## src/rtl/ifq_pkg.sv

```systemverilog
// Package: shared types of the prefetch queue.
// Assumes: nothing beyond IEEE 1800-2017.
package ifq_pkg;

    // How an incoming memory response is treated this cycle.
    typedef enum logic [1:0] {
        RSP_IDLE = 2'd0,
        RSP_KEEP = 2'd1,
        RSP_DROP = 2'd2
    } rsp_kind_e;

endpackage

```

## src/rtl/ifq_ring.sv

```systemverilog
// Module: ifq_ring
// Circular byte store of DEPTH entries with a synchronous clear.
// Assumes: push never happens when full (the controller reserves a slot per
// outstanding request). A pop of an empty store is ignored. Clear overrides
// push and pop.
module ifq_ring #(
    parameter int DEPTH = 6,
    parameter int DW    = 8,
    localparam int IDX_W = (DEPTH > 1) ? $clog2(DEPTH) : 1,
    localparam int CNT_W = $clog2(DEPTH + 1)
) (
    input  logic             clk,
    input  logic             rst_n,
    input  logic             clear,
    input  logic             push,
    input  logic [DW-1:0]    push_data,
    input  logic             pop_req,
    output logic             out_valid,
    output logic [DW-1:0]    out_data,
    output logic [CNT_W-1:0] count
);

    localparam logic [IDX_W-1:0] LAST_IDX = IDX_W'(DEPTH - 1);

    logic [DW-1:0]    slot [DEPTH];
    logic [IDX_W-1:0] wr_idx;
    logic [IDX_W-1:0] rd_idx;
    logic             pop_fire;

    assign out_valid = (count != '0);
    assign out_data  = slot[rd_idx];
    assign pop_fire  = pop_req && out_valid && !clear;

    // Write the incoming byte into the slot under the write index.
    always_ff @(posedge clk) begin
        if (push && !clear) begin
            slot[wr_idx] <= push_data;
        end
    end

    // Advance the write and read indices, wrapping at DEPTH.
    always_ff @(posedge clk) begin
        if (!rst_n || clear) begin
            wr_idx <= '0;
            rd_idx <= '0;
        end else begin
            if (push) begin
                wr_idx <= (wr_idx == LAST_IDX) ? '0 : wr_idx + 1'b1;
            end
            if (pop_fire) begin
                rd_idx <= (rd_idx == LAST_IDX) ? '0 : rd_idx + 1'b1;
            end
        end
    end

    // Track occupancy; a push and a pop together leave it unchanged.
    always_ff @(posedge clk) begin
        if (!rst_n || clear) begin
            count <= '0;
        end else begin
            case ({push, pop_fire})
                2'b10:   count <= count + 1'b1;
                2'b01:   count <= count - 1'b1;
                default: count <= count;
            endcase
        end
    end

    AST_NO_OVERFLOW: assert property (@(posedge clk) disable iff (!rst_n)
        push |-> (count < CNT_W'(DEPTH)));
    AST_POP_FILL_STEADY: assert property (@(posedge clk) disable iff (!rst_n)
        (push && pop_fire) |=> $stable(count));
    AST_CLEAR_EMPTY: assert property (@(posedge clk) disable iff (!rst_n)
        clear |=> !out_valid);
    AST_EMPTY_POP_IGNORED: assert property (@(posedge clk) disable iff (!rst_n)
        (pop_req && !out_valid && !push && !clear) |=> !out_valid);

endmodule

```

## src/rtl/ifq_fetch_ctrl.sv

```systemverilog
// Module: ifq_fetch_ctrl
// Owns the fetch offset and counts outstanding requests. Each request is
// kept (its response goes into the queue) or stale (issued before a flush,
// its response is discarded).
// Assumes: responses come back in request order, never more of them than
// requests outstanding. q_count is the current queue occupancy.
module ifq_fetch_ctrl
    import ifq_pkg::*;
#(
    parameter int            DEPTH     = 6,
    parameter int            AW        = 16,
    parameter logic [AW-1:0] RESET_PTR = '0,
    localparam int CNT_W = $clog2(DEPTH + 1)
) (
    input  logic             clk,
    input  logic             rst_n,
    input  logic             flush,
    input  logic [AW-1:0]    flush_ptr,
    input  logic             req_ready,
    input  logic             rsp_valid,
    input  logic [CNT_W-1:0] q_count,
    output logic             req_valid,
    output logic [AW-1:0]    req_addr,
    output rsp_kind_e        rsp_kind
);

    localparam int SUM_W = CNT_W + 2;

    logic [CNT_W-1:0] live_q;
    logic [CNT_W-1:0] stale_q;
    logic [AW-1:0]    ptr_q;
    logic [SUM_W-1:0] busy;
    logic             acc;
    logic             keep;
    logic             drop;

    assign busy      = SUM_W'(q_count) + SUM_W'(live_q) + SUM_W'(stale_q);
    assign req_valid = (busy < SUM_W'(DEPTH));
    assign req_addr  = ptr_q;
    assign acc       = req_valid && req_ready;
    assign keep      = rsp_valid && !flush && (stale_q == '0);
    assign drop      = rsp_valid && !keep;

    // Classify the response for the queue.
    always_comb begin
        if (keep)      rsp_kind = RSP_KEEP;
        else if (drop) rsp_kind = RSP_DROP;
        else           rsp_kind = RSP_IDLE;
    end

    // Update pointer and counters; a flush turns all outstanding requests stale.
    always_ff @(posedge clk) begin
        if (!rst_n) begin
            live_q  <= '0;
            stale_q <= '0;
            ptr_q   <= RESET_PTR;
        end else if (flush) begin
            live_q  <= '0;
            stale_q <= stale_q + live_q + CNT_W'(acc) - CNT_W'(rsp_valid);
            ptr_q   <= flush_ptr;
        end else begin
            live_q <= live_q + CNT_W'(acc) - CNT_W'(keep);
            if (drop) begin
                stale_q <= stale_q - 1'b1;
            end
            if (acc) begin
                ptr_q <= ptr_q + 1'b1;
            end
        end
    end

    AST_BUSY_BOUND: assert property (@(posedge clk) disable iff (!rst_n)
        busy <= SUM_W'(DEPTH));
    AST_PTR_STEP: assert property (@(posedge clk) disable iff (!rst_n)
        (acc && !flush) |=> (req_addr == AW'($past(req_addr) + 1'b1)));
    AST_FLUSH_LOAD: assert property (@(posedge clk) disable iff (!rst_n)
        flush |=> (req_addr == $past(flush_ptr)));
    AST_REQ_HOLD: assert property (@(posedge clk) disable iff (!rst_n)
        (req_valid && !req_ready && !flush) |=> (req_valid && $stable(req_addr)));
    AST_RSP_EXPECTED: assert property (@(posedge clk) disable iff (!rst_n)
        rsp_valid |-> ((live_q != '0) || (stale_q != '0)));

endmodule

```

## src/rtl/ifq_prefetch.sv

```systemverilog
// Module: ifq_prefetch (top)
// Instruction prefetch queue: runs a code-segment fetch offset ahead of the
// decoder, stores returned bytes in order and restarts on a flush.
// Assumes: in-order memory responses of one byte each. The consumer samples
// byte_data whenever byte_valid is high.
module ifq_prefetch
    import ifq_pkg::*;
#(
    parameter int            DEPTH     = 6,
    parameter int            AW        = 16,
    parameter int            DW        = 8,
    parameter logic [AW-1:0] RESET_PTR = '0,
    localparam int CNT_W = $clog2(DEPTH + 1)
) (
    input  logic          clk,
    input  logic          rst_n,
    output logic          fetch_valid,
    output logic [AW-1:0] fetch_addr,
    input  logic          fetch_ready,
    input  logic          mem_rsp_valid,
    input  logic [DW-1:0] mem_rsp_byte,
    output logic          byte_valid,
    output logic [DW-1:0] byte_data,
    input  logic          byte_pop,
    input  logic          flush,
    input  logic [AW-1:0] flush_ptr
);

    rsp_kind_e        rsp_kind;
    logic [CNT_W-1:0] q_count;
    logic             push;

    assign push = (rsp_kind == RSP_KEEP);

    ifq_fetch_ctrl #(
        .DEPTH     (DEPTH),
        .AW        (AW),
        .RESET_PTR (RESET_PTR)
    ) u_ctrl (
        .clk       (clk),
        .rst_n     (rst_n),
        .flush     (flush),
        .flush_ptr (flush_ptr),
        .req_ready (fetch_ready),
        .rsp_valid (mem_rsp_valid),
        .q_count   (q_count),
        .req_valid (fetch_valid),
        .req_addr  (fetch_addr),
        .rsp_kind  (rsp_kind)
    );

    ifq_ring #(
        .DEPTH (DEPTH),
        .DW    (DW)
    ) u_ring (
        .clk       (clk),
        .rst_n     (rst_n),
        .clear     (flush),
        .push      (push),
        .push_data (mem_rsp_byte),
        .pop_req   (byte_pop),
        .out_valid (byte_valid),
        .out_data  (byte_data),
        .count     (q_count)
    );

endmodule

```

## config.mk

```make
export PLATFORM = sky130hd
export DESIGN_NAME = ifq_prefetch
export DESIGN_NICKNAME = d
export VERILOG_FILES = /design/src/rtl/ifq_pkg.sv /design/src/rtl/ifq_ring.sv /design/src/rtl/ifq_fetch_ctrl.sv /design/src/rtl/ifq_prefetch.sv
export SDC_FILE = /design/constraint.sdc
export NUM_CORES = 1
export LEC_CHECK = 0
export ABC_AREA = 1
export BUFFER_PORTS_ARGS = -buffer_cell sky130_fd_sc_hd__buf_2
export CAP_MARGIN = 20
export CORE_ASPECT_RATIO = 2
export CORE_MARGIN = 4
export CORE_UTILIZATION = 27
export CTS_CLUSTER_DIAMETER = 60
export DETAILED_ROUTE_END_ITERATION = 10
export GPL_TIMING_DRIVEN = 0
export HOLD_SLACK_MARGIN = 0.15
export SETUP_SLACK_MARGIN = 0.15
export SKIP_LAST_GASP = 1
export SLEW_MARGIN = 5
export SYNTH_ARGS = -nofsm -noshare
export SYNTH_HDL_FRONTEND = slang
export SYNTH_HIERARCHICAL = 1
export SYNTH_SLANG_ARGS = --single-unit
```

## constraint.sdc

```tcl
create_clock -name clk -period 3.4 [get_ports clk]
set_clock_uncertainty 0.1 [all_clocks]
set_input_delay 0.34 -clock clk [delete_from_list [all_inputs] [get_ports clk]]
set_output_delay 0.34 -clock clk [all_outputs]
set_load 0.005 [all_outputs]
```

# Word level (Yosys, flattened, before mapping)
# Memories as Yosys holds them, arrays and structs flattened. A register that Yosys moved wholly into a read port is not among the register bits.
# Index checks and enable logic that the tools add are counted.
word_totals:
  n_memories: 1
  ramBits: 48
  out_inout_bits: 26
  regBits: 31
  word_cells: 57
mem_list:
  columns: ["memory", "depth", "width", "rd", "rd_clocked_by_memory_dff", "write_ports", "line", "text"]
  rows:
  - ["u_ring.slot", 6, 8, 1, 1, 1, "ifq_ring.sv:25", "logic [DW-1:0] slot [DEPTH];"]
classes:
  n_eq_ne: 5
  addsub: 13
  n_lt_le_gt_ge: 1
  n_reduce_logical: 17
  n_bitwise: 1
  n_mux: 13
ops:
  columns: ["op", "count"]
  rows:
  - ["16-bit two-way mux", 2]
  - ["3-bit two-way mux", 6]
  - ["16-bit by 1-bit adder with 16-bit output, second input constant", 1]
  - ["3-bit by 1-bit adder with 3-bit output, second input constant", 3]
  - ["1-bit logical AND", 7]
  - ["3-bit by 1-bit adder with 3-bit output", 2]
  - ["3-bit == test, second input constant", 2]
  - ["3-bit one-hot mux with 2 select lines", 1]
  - ["2-bit nonzero test", 3]
  - ["3-bit by 1-bit subtractor with 3-bit output", 2]
  - ["3-bit by 1-bit subtractor with 3-bit output, second input constant", 2]
  - ["5-bit by 3-bit adder with 5-bit output", 1]
  - ["5-bit by 3-bit < comparator with 1-bit output, second input constant", 1]
  - ["3-bit by 3-bit adder with 4-bit output", 1]
  - ["2-bit by 1-bit == test with 1-bit output, second input constant", 2]
  - ["2-bit two-way mux", 2]
  - ["3-bit adder", 1]
  - ["1-bit zero test", 3]
  - ["3-bit zero test", 1]
  - ["3-bit nonzero test", 1]
  - ["2-bit == test, second input constant", 1]
  - ["1-bit two-way mux", 2]
  - ["2-bit OR reduction", 1]
  - ["1-bit logical OR", 1]
  - ["1-bit NOT", 1]

# Depth between registers and ports, before layout
depth:
  ltp_word: 11
  depth_mapped: 18

# Modules after synthesis
# The synthesis kept the hierarchy.
by_module_without_submodules:
  columns: ["module", "area_per_inst_um2", "instances", "cells_per_inst"]
  rows:
  - ["ifq_ring", 2457.4, 1, 218]
  - ["ifq_fetch_ctrl", 1754.2, 1, 269]
  - ["ifq_prefetch", 10.0, 1, 2]

# Worst setup path before layout
# OpenSTA, ideal clock, no wires.
synth_path:
  path_kind: "reg2reg"
  from: "register u_ring.count[1]"
  to: "register u_ctrl.stale_q[2]"
  t_arrival_ps: 3397
  path_buffers: 1
  setup_time_ps: 118
  path_stages_with_launch: 18
  slack_ps: -216
  cell_sequence: "dfxtp_1 > inv_1 > fa_1 > inv_1 > ha_1 > inv_1 > fa_1 > o21a_1 > nand3_2 > buf_2 > inv_1 > fa_1 > fa_1 > xnor2_1 > xnor2_1 > nand2_1 > nand2_1 > a21oi_1"
synth_between:
  elab_chain_cells: 7
synth_rtl:
  columns: ["element", "line", "text"]
  rows:
  - ["from (decl)", "ifq_ring.sv:20", "output logic [CNT_W-1:0] count"]
  - ["from (signal assigned)", "ifq_ring.sv:62", "2'b10: count <= count + 1'b1;"]
  - ["from (signal assigned)", "ifq_ring.sv:63", "2'b01: count <= count - 1'b1;"]
  - ["from (signal assigned)", "ifq_ring.sv:64", "default: count <= count;"]
  - ["3-bit by 3-bit adder with 4-bit output", "ifq_fetch_ctrl.sv:37", "assign busy = SUM_W'(q_count) + SUM_W'(live_q) + SUM_W'(stale_q);"]
  - ["5-bit by 3-bit adder with 5-bit output", "ifq_fetch_ctrl.sv:37", null]
  - ["5-bit by 3-bit < comparator with 1-bit output", "ifq_fetch_ctrl.sv:38", "assign req_valid = (busy < SUM_W'(DEPTH));"]
  - ["1-bit logical AND", "ifq_fetch_ctrl.sv:40", "assign acc = req_valid && req_ready;"]
  - ["3-bit by 1-bit adder with 3-bit output", "ifq_fetch_ctrl.sv:59", "stale_q <= stale_q + live_q + CNT_W'(acc) - CNT_W'(rsp_valid);"]
  - ["3-bit by 1-bit subtractor with 3-bit output", "ifq_fetch_ctrl.sv:59", null]
  - ["3-bit two-way mux", "ifq_fetch_ctrl.sv:57", "end else if (flush) begin"]
  - ["to (signal assigned)", "ifq_fetch_ctrl.sv:59", null]
  - ["to (signal assigned)", "ifq_fetch_ctrl.sv:64", "stale_q <= stale_q - 1'b1;"]
  - ["to (decl)", "ifq_fetch_ctrl.sv:30", "logic [CNT_W-1:0] stale_q;"]
# No other way between the ends.
# A chain may end at the register's enable or synchronous reset.

# Worst setup path after layout
# Same ends and word-level chain as after synthesis.

==> summary.txt <==
Cells and area
  – Diodes inserted: 0
  – Core Util, Final: 34.00%
  – Post-layout instance area: 5200 um^2
  – Fin nets: 615
  – Most frequent cells in the layout: nand2_1 (121), nor2_1 (62), buf_2 (57), edfxtp_1 (48), nand3_1 (46)
  – Most common cell after layout, fill and taps aside: nand2_1
  – Post-Layout Cell Count: 770
  – Syn-to-layout area delta: 23.18%
  – Share of cells above drive strength 1: 23.78%

Placed design
  – Post-placement cell count: 747
  – Buffers added on ports: 55
  – Gpl congestion: 0.7625
  – Post-DP HPWL: 7999 um
  – Placement Cell Area: 4827 um^2

Worst setup path
  – Worst EP required: 3.51 ns
  – CP Max Fanout: 3
  – WS Path Type: flip-flop to flip-flop
  – Arrival time at the worst endpoint: 3.57 ns
  – Worst setup path end: u_ctrl/stale_q[2]$_SDFFE_PN0P_
  – R2r startpoint: u_ring/count[1]$_SDFFE_PP0P_
  – Critical Path Source Type: flip-flop
  – Critical Path End Type: flip-flop
  – Setup crit start: u_ring/count[1]$_SDFFE_PP0P_
  – R2R Setup Slk: -0.05 ns
  – Reg2reg path depth: 17
  – Critical R2R Capture: u_ctrl/stale_q[2]$_SDFFE_PN0P_

Route
  – Pre-antenna DRT Iters: 4
  – Routed vias: 3362
  – Detailed-route DRC error count: 0
  – Post-route ant nets: 0
  – Wirelength, routed: 10160 um
  – DR vias/cell: 4.366
  – DR iter-0 viols: 105
  – Routed WL per cell: 13.20 um

Floorplan
  – Die width: 96.42 um
  – Initial Utilization: 27.60%
  – Die Height: 184.8 um
  – Core area: 15290 um^2
  – Die ar.: 17820 um^2
  – Row Count: 64
  – Boundary Pins: 56

Min path
  – HP Class: input port to flip-flop

Run
  – Max Cap Violations: 0

Clock network
  – CTS tree: yes
  – Clock tree root driver cell: clkbuf_16
  – Clk buf depth: 2
  – Clock Latency Late Sink: 0.33 ns
  – Clk slew on worst S/H paths: 0.06 ns
  – CTS buffer count: 9
  – Sink Count: 82
  – Htree depth: 3

Timing
  – RSZ-0062 raised after global routing: true
  – Tmin final: 3.453 ns
  – Final Hold Vio Count: 0
  – Max-slew violations: 0
  – Fin crit share: 101.6%
  – Worst-margin pin slew: 0.7514 ns
  – F_max: 289.6 MHz
  – Max-Slew Margin vs Limit: 49.72%
  – Final setup violation count: 3
  – Fin Hold WS: 0.1677 ns
  – Smallest setup slack after layout: -0.05303 ns

Global route
  – Initial antenna violation count: 0
  – Largest net degree at the start of global routing: 16
  – Total gr overflow: 0
  – First-pass GRT wire length: 16440 um
  – Total GRT Usage: 12.11%
  – Number of global-route vias before repair: 3437

Pwr
  – Leak pwr: 2.122 nW
  – P per Cell Area: 466.7 nW/um^2
  – Worst IR Drop VDD: 263.2 uV

Yosys
  – Sequential area share after synthesis: 50.27%
  – Synth Instances: 489
  – Top post-synthesis cells by area: edfxtp_1 (34%), dfxtp_1 (16%), nand2_1 (11%)
  – Post-Syn Area: 4222 um^2
  – Synth top area share: 34.14%
  – Synth area leader: edfxtp_1
  – Post-synthesis cell type count: 38
  – Synth warn: 6
  – Syn avg cell area: 8.633 um^2
  – #FFs+latches synth: 82
  – Syn Nets: 537

Run status
  – Violated checks: negative setup slack
  – Status: finished with violations
==> final cells by class <==
class	instances	area (um^2)
Fill cell	1600	10090
Sequential cell	82	2123
Multi-Input combinational cell	339	1857
Timing Repair Buffer	67	365.4
Tap cell	198	247.7
Clock buffer	10	229.0
Inverter	55	211.5
Buffer	13	116.4
Clock inverter	6	50.05
==> flip-flops by register name, indices dropped and copies added, names as in the netlist, named ones only <==
signal	flops
u_ring/wr_idx	3
u_ring/slot	48
u_ring/count	3
u_ctrl/req_addr	16
u_ring/rd_idx	3
u_ctrl/live_q	3
u_ctrl/stale_q	3
==> power by group <==
group	leakage [nW]	internal [mW]	total (mW)	switching (mW)
clock	0.130	0.502	0.892	0.389
sequential	0.710	1.08	1.12	0.0420
combinational	1.28	0.186	0.411	0.225
total	2.12	1.77	2.43	0.657
==> routing by layer <==
metal	vias to the layer above	track usage, %	share of wire [%]
met4	0	4.497	2.2
met2	57	24.65	59
met5	-	0	0
met3	13	2.561	4.0
met1	1539	11.05	35
li1	1753	-	-
==> metrics by stage <==
step	TNS (ns)	power (mW)	setup slack [ns]
2_1_floorplan	0	1.403	0.02933
3_3_place_gp	-0.7328	1.518	-0.2288
6_report	-0.08557	2.427	-0.05303
5_1_grt	-0.6076	2.571	-0.2091
3_5_place_dp	-0.8295	1.528	-0.2654
4_1_cts	-0.2404	2.456	-0.09598
==> kinds of logic (layout without fill, tap and decap cells) <==
logic type	Yosys count	in the layout	share of synthesized area (%)
AND/OR/NAND/NOR	258	258	26.23
flip-flops	82	82	50.27
XOR/XNOR	12	12	2.490
AO/OA/AOI/OAI	51	51	6.906
adder cells (fa/ha/maj)	18	18	6.580
buffers and inverters	68	151	7.528
==> worst min path at each step <==
stage	startpoint	to	slack (ns)	cells after the start
floorplan	rst_n	u_ctrl/req_addr[11]$_SDFFE_PN0P_	0.34	2
global placement	u_ring/count[0]$_SDFFE_PP0P_	u_ring/count[0]$_SDFFE_PP0P_	0.39	1
detailed placement	u_ring/count[0]$_SDFFE_PP0P_	u_ring/count[0]$_SDFFE_PP0P_	0.41	1
CTS	mem_rsp_byte[7]	u_ring/slot[0][7]$_DFFE_PP_	0.15	1
global route	mem_rsp_byte[7]	u_ring/slot[1][7]$_DFFE_PP_	0.15	1
finish	mem_rsp_byte[7]	u_ring/slot[1][7]$_DFFE_PP_	0.17	1
==> cell usage after synthesis, drive strengths merged <==
cell,instances
nand2,131
nand3b,1
clkbuf,3
nor2,67
inv,54
o22ai,1
a211oi,1
o21a,1
edfxtp,48
ha,11
a21boi,1
xor2,6
fa,7
o21bai,5
nor4,2
xnor2,6
dfxtp,34
nand3,48
a21oi,14
nand4,4
nor3,4
a31oi,1
a21o,1
and3,1
buf,10
clkinv,1
o21ai,26
==> timing repair <==
| item | CTS | global route |
|---|---|---|
| pin swaps | 7 | 5 |
| buffers inserted | 5 | 2 |
| setup endpoints to repair | 4 | 4 |
| hold buffers | 0 | 0 |
| resized for setup | 6 | 3 |
| endpoints found under the hold margin | 0 | 0 |
==> critical path, cell delays in order (launching register included) <==
cell,delay [ns]
dfxtp_2,0.34
inv_2,0.04
fa_1,0.53
inv_1,0.04
ha_2,0.17
inv_2,0.05
fa_1,0.40
o21a_1,0.23
nand3_4,0.10
buf_8,0.11
inv_2,0.03
fa_2,0.34
fa_2,0.37
xnor2_2,0.14
xnor2_1,0.17
nand2_1,0.06
nand2_1,0.07
a21oi_1,0.05
(Power assumes the default switching activity.)
